## src/rtl/sdp_pkg.sv

```systemverilog
package sdp_pkg;

    localparam int WORD_BYTES = 4;
    localparam int BYTE_W     = 8;
    localparam int WORD_W     = WORD_BYTES * BYTE_W;
    localparam int CIDX_W     = 6;
    localparam int BIDX_W     = $clog2(WORD_BYTES);

    localparam logic [CIDX_W-1:0] CMD_STOP      = 6'd12;
    localparam logic [CIDX_W-1:0] CMD_RD_SINGLE = 6'd17;
    localparam logic [CIDX_W-1:0] CMD_WR_SINGLE = 6'd24;

    typedef enum logic [1:0] {
        LN_IDLE = 2'd0,
        LN_MOVE = 2'd1,
        LN_ACK  = 2'd2
    } lane_st_e;

    typedef struct packed {
        logic [CIDX_W-1:0] idx;
        logic              app;
        logic              cnt_en;
        logic              auto_stop;
    } cmd_ctx_t;

    typedef struct packed {
        logic avail;
        logic space;
    } flags_t;

    typedef struct packed {
        logic data_end;
        logic data_av;
        logic space_av;
    } evt_t;

    function automatic logic plain_single(cmd_ctx_t c, logic is_write);
        return !c.app && (c.idx == (is_write ? CMD_WR_SINGLE : CMD_RD_SINGLE));
    endfunction

endpackage

```

## src/rtl/sdp_byte_lane.sv

```systemverilog
module sdp_byte_lane
    import sdp_pkg::*;
(
    input  logic              clk,
    input  logic              rst,
    input  logic              req,
    input  logic              we,
    input  logic [WORD_W-1:0] wdata,
    output logic [WORD_W-1:0] rdata,
    output logic              done,
    output logic              done_we,
    output logic              tx_valid,
    output logic [BYTE_W-1:0] tx_data,
    input  logic              tx_ready,
    input  logic              rx_valid,
    input  logic [BYTE_W-1:0] rx_data,
    output logic              rx_ready
);

    lane_st_e          st_q;
    logic [BIDX_W-1:0] idx_q;
    logic [WORD_W-1:0] word_q;
    logic              dir_q;
    logic              hs;

    // Byte select for the current handshake position
    logic [BYTE_W-1:0] lane_bytes [WORD_BYTES];
    for (genvar g = 0; g < WORD_BYTES; g++) begin : g_split
        assign lane_bytes[g] = word_q[g*BYTE_W +: BYTE_W];
    end

    assign tx_valid = (st_q == LN_MOVE) && dir_q;
    assign rx_ready = (st_q == LN_MOVE) && !dir_q;
    assign tx_data  = lane_bytes[idx_q];
    assign hs       = dir_q ? (tx_valid && tx_ready) : (rx_valid && rx_ready);
    assign done     = (st_q == LN_ACK);
    assign done_we  = dir_q;
    assign rdata    = word_q;

    always_ff @(posedge clk) begin
        if (rst) begin
            st_q   <= LN_IDLE;
            idx_q  <= '0;
            word_q <= '0;
            dir_q  <= 1'b0;
        end else begin
            unique case (st_q)
                LN_IDLE: begin
                    if (req) begin
                        word_q <= wdata;
                        dir_q  <= we;
                        idx_q  <= '0;
                        st_q   <= LN_MOVE;
                    end
                end
                LN_MOVE: begin
                    if (hs) begin
                        if (!dir_q) begin
                            word_q[{idx_q, 3'b000} +: BYTE_W] <= rx_data;
                        end
                        idx_q <= idx_q + 1'b1;
                        if (idx_q == BIDX_W'(WORD_BYTES - 1)) begin
                            st_q <= LN_ACK;
                        end
                    end
                end
                default: st_q <= LN_IDLE;
            endcase
        end
    end

endmodule

```

## src/rtl/sdp_blk_track.sv

```systemverilog
module sdp_blk_track
    import sdp_pkg::*;
#(
    parameter int WORDS_PER_BLK = 128
) (
    input  logic              clk,
    input  logic              rst,
    input  logic              step,
    input  logic              clear,
    input  logic              cnt_en,
    input  logic              sc_wr,
    input  logic [WORD_W-1:0] sc_wdata,
    output logic [WORD_W-1:0] sc_q,
    output logic              boundary,
    output logic              zero_hit
);

    localparam int WCW   = (WORDS_PER_BLK > 1) ? $clog2(WORDS_PER_BLK) : 1;
    localparam int HALF  = WORD_W / 2;

    logic [WCW-1:0]  wcnt_q;
    logic [HALF-1:0] cnt_next;
    logic            dec;

    assign boundary = step && (wcnt_q == WCW'(WORDS_PER_BLK - 1));
    assign dec      = boundary && cnt_en;
    assign cnt_next = sc_q[WORD_W-1:HALF] - 1'b1;
    assign zero_hit = dec && (cnt_next == '0);

    always_ff @(posedge clk) begin
        if (rst) begin
            wcnt_q <= '0;
        end else if (clear) begin
            wcnt_q <= '0;
        end else if (step) begin
            wcnt_q <= boundary ? '0 : wcnt_q + 1'b1;
        end
    end

    always_ff @(posedge clk) begin
        if (rst) begin
            sc_q <= '0;
        end else if (sc_wr) begin
            sc_q <= sc_wdata;
        end else if (dec) begin
            sc_q[WORD_W-1:HALF] <= cnt_next;
        end
    end

endmodule

```

## src/rtl/sdp_done_timer.sv

```systemverilog
module sdp_done_timer #(
    parameter int DELAY = 1000
) (
    input  logic clk,
    input  logic rst,
    input  logic load,
    input  logic cancel,
    output logic fire
);

    localparam int CW = $clog2(DELAY + 2);

    logic          active_q;
    logic [CW-1:0] cnt_q;

    if (DELAY == 0) begin : g_direct
        assign fire = load && !cancel;
    end else begin : g_count
        assign fire = active_q && (cnt_q == CW'(1)) && !cancel;
    end

    always_ff @(posedge clk) begin
        if (rst) begin
            active_q <= 1'b0;
            cnt_q    <= '0;
        end else if (cancel) begin
            active_q <= 1'b0;
        end else if (load && (DELAY != 0)) begin
            active_q <= 1'b1;
            cnt_q    <= CW'(DELAY);
        end else if (active_q) begin
            if (cnt_q == CW'(1)) begin
                active_q <= 1'b0;
            end else begin
                cnt_q <= cnt_q - 1'b1;
            end
        end
    end

endmodule

```

## src/rtl/sdp_data_port.sv

```systemverilog
module sdp_data_port
    import sdp_pkg::*;
#(
    parameter int BLK_BYTES  = 512,
    parameter int DONE_DELAY = 1000
) (
    input  logic        clk,
    input  logic        rst,
    input  logic        port_req,
    input  logic        port_we,
    input  logic [31:0] port_wdata,
    output logic [31:0] port_rdata,
    output logic        port_ack,
    input  logic        cmd_start,
    input  logic [5:0]  cmd_index,
    input  logic        cmd_app,
    input  logic        cmd_cnt_en,
    input  logic        cmd_auto_stop,
    input  logic        sc_wr,
    input  logic [31:0] sc_wdata,
    output logic [31:0] sc_q,
    output logic        card_tx_valid,
    output logic [7:0]  card_tx_data,
    input  logic        card_tx_ready,
    input  logic        card_rx_valid,
    input  logic [7:0]  card_rx_data,
    output logic        card_rx_ready,
    input  logic        card_has_data,
    output logic        data_avail,
    output logic        space_avail,
    output logic        ev_data_end,
    output logic        ev_data_avail,
    output logic        ev_space_avail,
    output logic        stop_req,
    output logic [5:0]  stop_idx,
    output logic [31:0] stop_arg
);

    localparam int WORDS_PER_BLK = BLK_BYTES / WORD_BYTES;

    logic     done, done_we;
    logic     boundary, zero_hit;
    logic     tmr_load, fire;
    cmd_ctx_t ctx_q;
    flags_t   flags_q, flags_d;
    evt_t     evt_q, evt_d;
    logic     stop_q;

    sdp_byte_lane u_lane (
        .clk      (clk),
        .rst      (rst),
        .req      (port_req),
        .we       (port_we),
        .wdata    (port_wdata),
        .rdata    (port_rdata),
        .done     (done),
        .done_we  (done_we),
        .tx_valid (card_tx_valid),
        .tx_data  (card_tx_data),
        .tx_ready (card_tx_ready),
        .rx_valid (card_rx_valid),
        .rx_data  (card_rx_data),
        .rx_ready (card_rx_ready)
    );

    sdp_blk_track #(.WORDS_PER_BLK(WORDS_PER_BLK)) u_track (
        .clk      (clk),
        .rst      (rst),
        .step     (done),
        .clear    (cmd_start),
        .cnt_en   (ctx_q.cnt_en),
        .sc_wr    (sc_wr),
        .sc_wdata (sc_wdata),
        .sc_q     (sc_q),
        .boundary (boundary),
        .zero_hit (zero_hit)
    );

    sdp_done_timer #(.DELAY(DONE_DELAY)) u_timer (
        .clk    (clk),
        .rst    (rst),
        .load   (tmr_load),
        .cancel (cmd_start),
        .fire   (fire)
    );

    // Flag and event resolution for one completed access
    always_comb begin
        flags_d  = flags_q;
        evt_d    = '0;
        tmr_load = 1'b0;
        if (done) begin
            if (!done_we) begin
                flags_d.avail = 1'b1;
                if (zero_hit) begin
                    flags_d.avail = 1'b0;
                    tmr_load      = 1'b1;
                end
                if (boundary && plain_single(ctx_q, 1'b0)) begin
                    flags_d.avail  = 1'b0;
                    evt_d.data_end = 1'b1;
                end
                if (!card_has_data) begin
                    flags_d.avail  = 1'b0;
                    evt_d.data_end = 1'b1;
                end
                evt_d.data_av = flags_d.avail;
            end else begin
                flags_d.space = 1'b1;
                if (zero_hit) begin
                    tmr_load = 1'b1;
                end
                if (boundary && plain_single(ctx_q, 1'b1)) begin
                    flags_d.space  = 1'b0;
                    evt_d.data_end = 1'b1;
                end
                evt_d.space_av = flags_d.space;
            end
        end
        if (cmd_start) begin
            flags_d = '0;
        end
        if (fire) begin
            evt_d.data_end = 1'b1;
        end
    end

    always_ff @(posedge clk) begin
        if (rst) begin
            flags_q <= '0;
            evt_q   <= '0;
            stop_q  <= 1'b0;
            ctx_q   <= '0;
        end else begin
            flags_q <= flags_d;
            evt_q   <= evt_d;
            stop_q  <= fire && ctx_q.auto_stop;
            if (cmd_start) begin
                ctx_q <= '{idx: cmd_index, app: cmd_app,
                           cnt_en: cmd_cnt_en, auto_stop: cmd_auto_stop};
            end
        end
    end

    assign port_ack       = done;
    assign data_avail     = flags_q.avail;
    assign space_avail    = flags_q.space;
    assign ev_data_end    = evt_q.data_end;
    assign ev_data_avail  = evt_q.data_av;
    assign ev_space_avail = evt_q.space_av;
    assign stop_req       = stop_q;
    assign stop_idx       = stop_q ? CMD_STOP : '0;
    assign stop_arg       = '0;

endmodule

```

## config.mk

```make
export PLATFORM = sky130hd
export DESIGN_NAME = sdp_data_port
export DESIGN_NICKNAME = d
export VERILOG_FILES = /design/src/rtl/sdp_pkg.sv /design/src/rtl/sdp_byte_lane.sv /design/src/rtl/sdp_blk_track.sv /design/src/rtl/sdp_done_timer.sv /design/src/rtl/sdp_data_port.sv
export SDC_FILE = /design/constraint.sdc
export NUM_CORES = 1
export LEC_CHECK = 0
export ABC_CLOCK_PERIOD_IN_PS = 4100
export BUFFER_PORTS_ARGS = -buffer_cell sky130_fd_sc_hd__clkbuf_2
export CAP_MARGIN = 20
export CORE_UTILIZATION = 50
export CTS_CLUSTER_DIAMETER = 100
export DETAILED_ROUTE_END_ITERATION = 10
export GPL_TIMING_DRIVEN = 0
export PLACE_DENSITY_LB_ADDON = 0.3
export SLEW_MARGIN = 5
export SYNTH_ARGS = -nofsm -noshare
export SYNTH_HDL_FRONTEND = slang
export SYNTH_HIERARCHICAL = 1
export SYNTH_SLANG_ARGS = --single-unit
```

## constraint.sdc

```tcl
create_clock -name clk -period 4.1 [get_ports clk]
set_clock_uncertainty 0.05 [all_clocks]
set_input_delay 0.41 -clock clk [delete_from_list [all_inputs] [get_ports clk]]
set_output_delay 0.41 -clock clk [all_outputs]
set_load 0.01 [all_outputs]
```

==> results.py <==
metrics = {
    "synth": {
        "syn_area_um2": 5930,
        "ys_seq_area_share_pct": 34.4,
        "synth_flop_cell": "dfxtp_1",
        "yosys.area.top_type": "dfxtp_1",
        "syn_avg_cell_area_um2": 9.34,
        "ys_top_cells_by_area": "dfxtp_1 (34%), buf_4 (5.7%), nor2_1 (5.4%), mux2i_1 (5.1%), a221oi_2 (4.6%)",
        "synth_edf_count": 0,
        "yosysWarnings": 6,
        "synth_commonest_cells": "dfxtp_1 (102), nor2_1 (86), buf_4 (45)",
        "ys_types": 73,
        "synth-seq-cells": 102,
        "syn_inst": 635,
        "async_flop_share_pct": 0,
        "synth_top_area_share_pct": 34.4,
        "yosysMostFrequentCell": "dfxtp_1",
    },
    "global_route": {
        "grt_pass1_vias": 5690,
        "antenna_found_initial": 0,
        "grt_max_degree": 17,
        "grt_pass1_wl_um": 27900,
        "grtUsageTotal_pct": 28.2,
        "grt_overflow": 0,
    },
    "hold_path": {
        "hold_class": "in -> reg",
    },
    "run_status": {
        "run_status": "finished clean",
    },
    "timing": {
        "whs_ps": 240,
        "rsz0062_at_grt": "no",
        "fmaxAchievable_mhz": 270,
        "min_period_ps": 3710,
        "final_hold_viol_count": 0,
        "relSlewSlack_pct": 50.0,
        "slew_viol_final": 0,
        "worstMarginPinSlew_ps": 750,
        "finalSetupViolations": 0,
        "fin_tns_setup_ps": 0,
        "fin_crit_sh_pct": 90.4,
    },
    "detailed_routing": {
        "wl_per_cell_um": 17.6,
        "drc_errors": 0,
        "wl_um": 17600,
        "drt-pass1-iter-count": 5,
        "drtIter0Drc": 510,
        "ant_nets": 0,
        "vias": 5904,
        "via_per_inst": 5.90,
    },
    "final_layout": {
        "nFillCells": 948,
        "multiInputGateArea_um2": 3450,
        "final_net_count": 953,
        "register_area_um2": 2040,
        "antenna_cells": 0,
        "drive_gt1_share_pct": 35.6,
        "area_growth_pct": 25.5,
    },
    "setup_path": {
        "crit_slowest_cell": "dfxtp_1",
        "endpoint_kind": "flop",
        "crit_fanout": 10,
        "crit_path_start_kind": "flop",
        "critPathTopFamily": "simple AND/OR/NAND/NOR gates",
        "crit_chain": "buf_6, nor2b_2, buf_2, and4_1, buf_4, nand2_2, clkbuf_1, a2111o_1, a221oi_2, and2_1, or2b_2, buf_6, and2_1, mux2i_1, nor2_1",
        "cp_num_buf_inv": 5,
        "cp.arrival_ps": 3900,
        "crit_type": "reg -> reg",
        "slowest_delay_ps": 410,
        "critical_path_required_ps": 4300,
    },
    "floorplanning": {
        "die_h_um": 111,
        "design.core.area_um2": 11500,
        "fp-row-count": 39,
        "io_pins": 209,
        "die_area_um2": 12300,
        "die_x_um": 111,
        "initial_core_util_pct": 51.7,
    },
    "cts": {
        "htreeDepth": 3,
        "cts.sinks": 102,
        "cts_tree": "built",
        "clk_latency_ps": 350,
        "cts.reportedPaths.clkPinSlew_ps": 70,
        "cts_root_buf": "clkbuf_16",
        "cts_inserted_buffers": 9,
        "cts_hold_buf": 0,
        "cts.path.max_buffers": 2,
    },
    "placement": {
        "portBuffers": 171,
        "globalplace.congestion": 0.929,
        "dpl.hpwl_um": 13000,
    },
    "pwr": {
        "powerDensity_nw_per_um2": 349,
        "vdd_drop_max_uv": 263,
        "p_leak_nw": 3.24,
    },
    "run": {
        "maxCapViolations": 0,
    },
}
-- worst min-delay path: cells and delay by family --
kind,cells,cell delay (ps)
buf+inv,1,80
compound gates,1,60
simple gates,1,40
-- logic make-up after synthesis --
kind of cell	Yosys count	synth area share (%)
muxes	38	8.10
other	1	0.0633
and+or+nand+nor	234	22.5
AOI/OAI and AO/OA	135	20.6
xor gates and xnor gates	15	2.22
buffers and inverters	99	9.75
adders and majority gates	11	2.32
DFF	102	34.4
-- repair_timing --
item,in CTS,in global routing
setup endpoints to repair,0,4
resized for setup,0,2
setup buffers,0,0
-- flip-flops by register name (all words and copies together), names as in the netlist, 2 cells and up --
register        count
u_timer/cnt_q      10
u_lane/rdata       32
u_track/wcnt_q      7
u_track/sc_q       32
u_lane/idx_q        2
ctx_q               9
u_lane/st_q         2
-- final timing paths --
kind	depth (start not counted)	slack [ps]	start	endpoint
worst max register to register	15	390	u_lane/st_q[1]	u_timer/cnt_q[1]
worst max-delay path	15	390	u_lane/st_q[1]	u_timer/cnt_q[1]
worst min-delay path	3	240	port_we	u_lane/done_we
worst min register to register	1	430	ctx_q[0]	stop_req
-- through the flow --
stage	power, mW	setup slack (ps)	std cells	utilization (%)	instance area (µm²)
after floorplan	1.43	753	670	-	6060
after global placement	1.60	302	984	61.9	7090
after detailed placement	1.61	247	984	61.9	7090
after CTS	2.60	156	1000	64.8	7430
after global routing	2.70	192	1000	64.9	7440
final	2.60	393	1000	64.9	7440
-- layer usage --
metal | track usage (%) | wire [µm] | up-vias
met5 | 0 | 0 | -
met4 | 13.6 | 533 | 0
met3 | 7.33 | 1760 | 48
met2 | 45.4 | 8250 | 357
met1 | 35.0 | 7070 | 2759
li1 | - | - | 2740
-- layout by cell type (no fill, tap or decap), drive strengths merged, types with 14 or more instances in the layout --
master,synthesis,final
a211oi,16,16
a221oi,29,29
a32oi,19,19
buf,63,63
clkbuf,23,204
conb,1,36
dfxtp,102,102
inv,13,14
mux2i,30,30
nand2,26,26
nand4,17,17
nor2,86,86
nor2b,16,16
-- where the power goes --
part | switching [mW] | leakage, nW | internal, mW
clock network | 0.397 | 0.167 | 0.598
logic | 0.285 | 2.23 | 0.218
registers | 0.0549 | 0.839 | 1.05
-- layout make-up --
| class | count | area share [%] |
|---|---|---|
| clock buffer | 10 | 3.08 |
| timing repair buffer | 171 | 11.5 |
| buffer | 86 | 7.11 |
| inverter | 13 | 0.656 |
| clock inverter | 6 | 1.46 |
| tap | 143 | 2.40 |
| sequential | 102 | 27.4 |
| multi-input combinational | 469 | 46.3 |
Note: power is estimated with default switching activity, not from simulation.
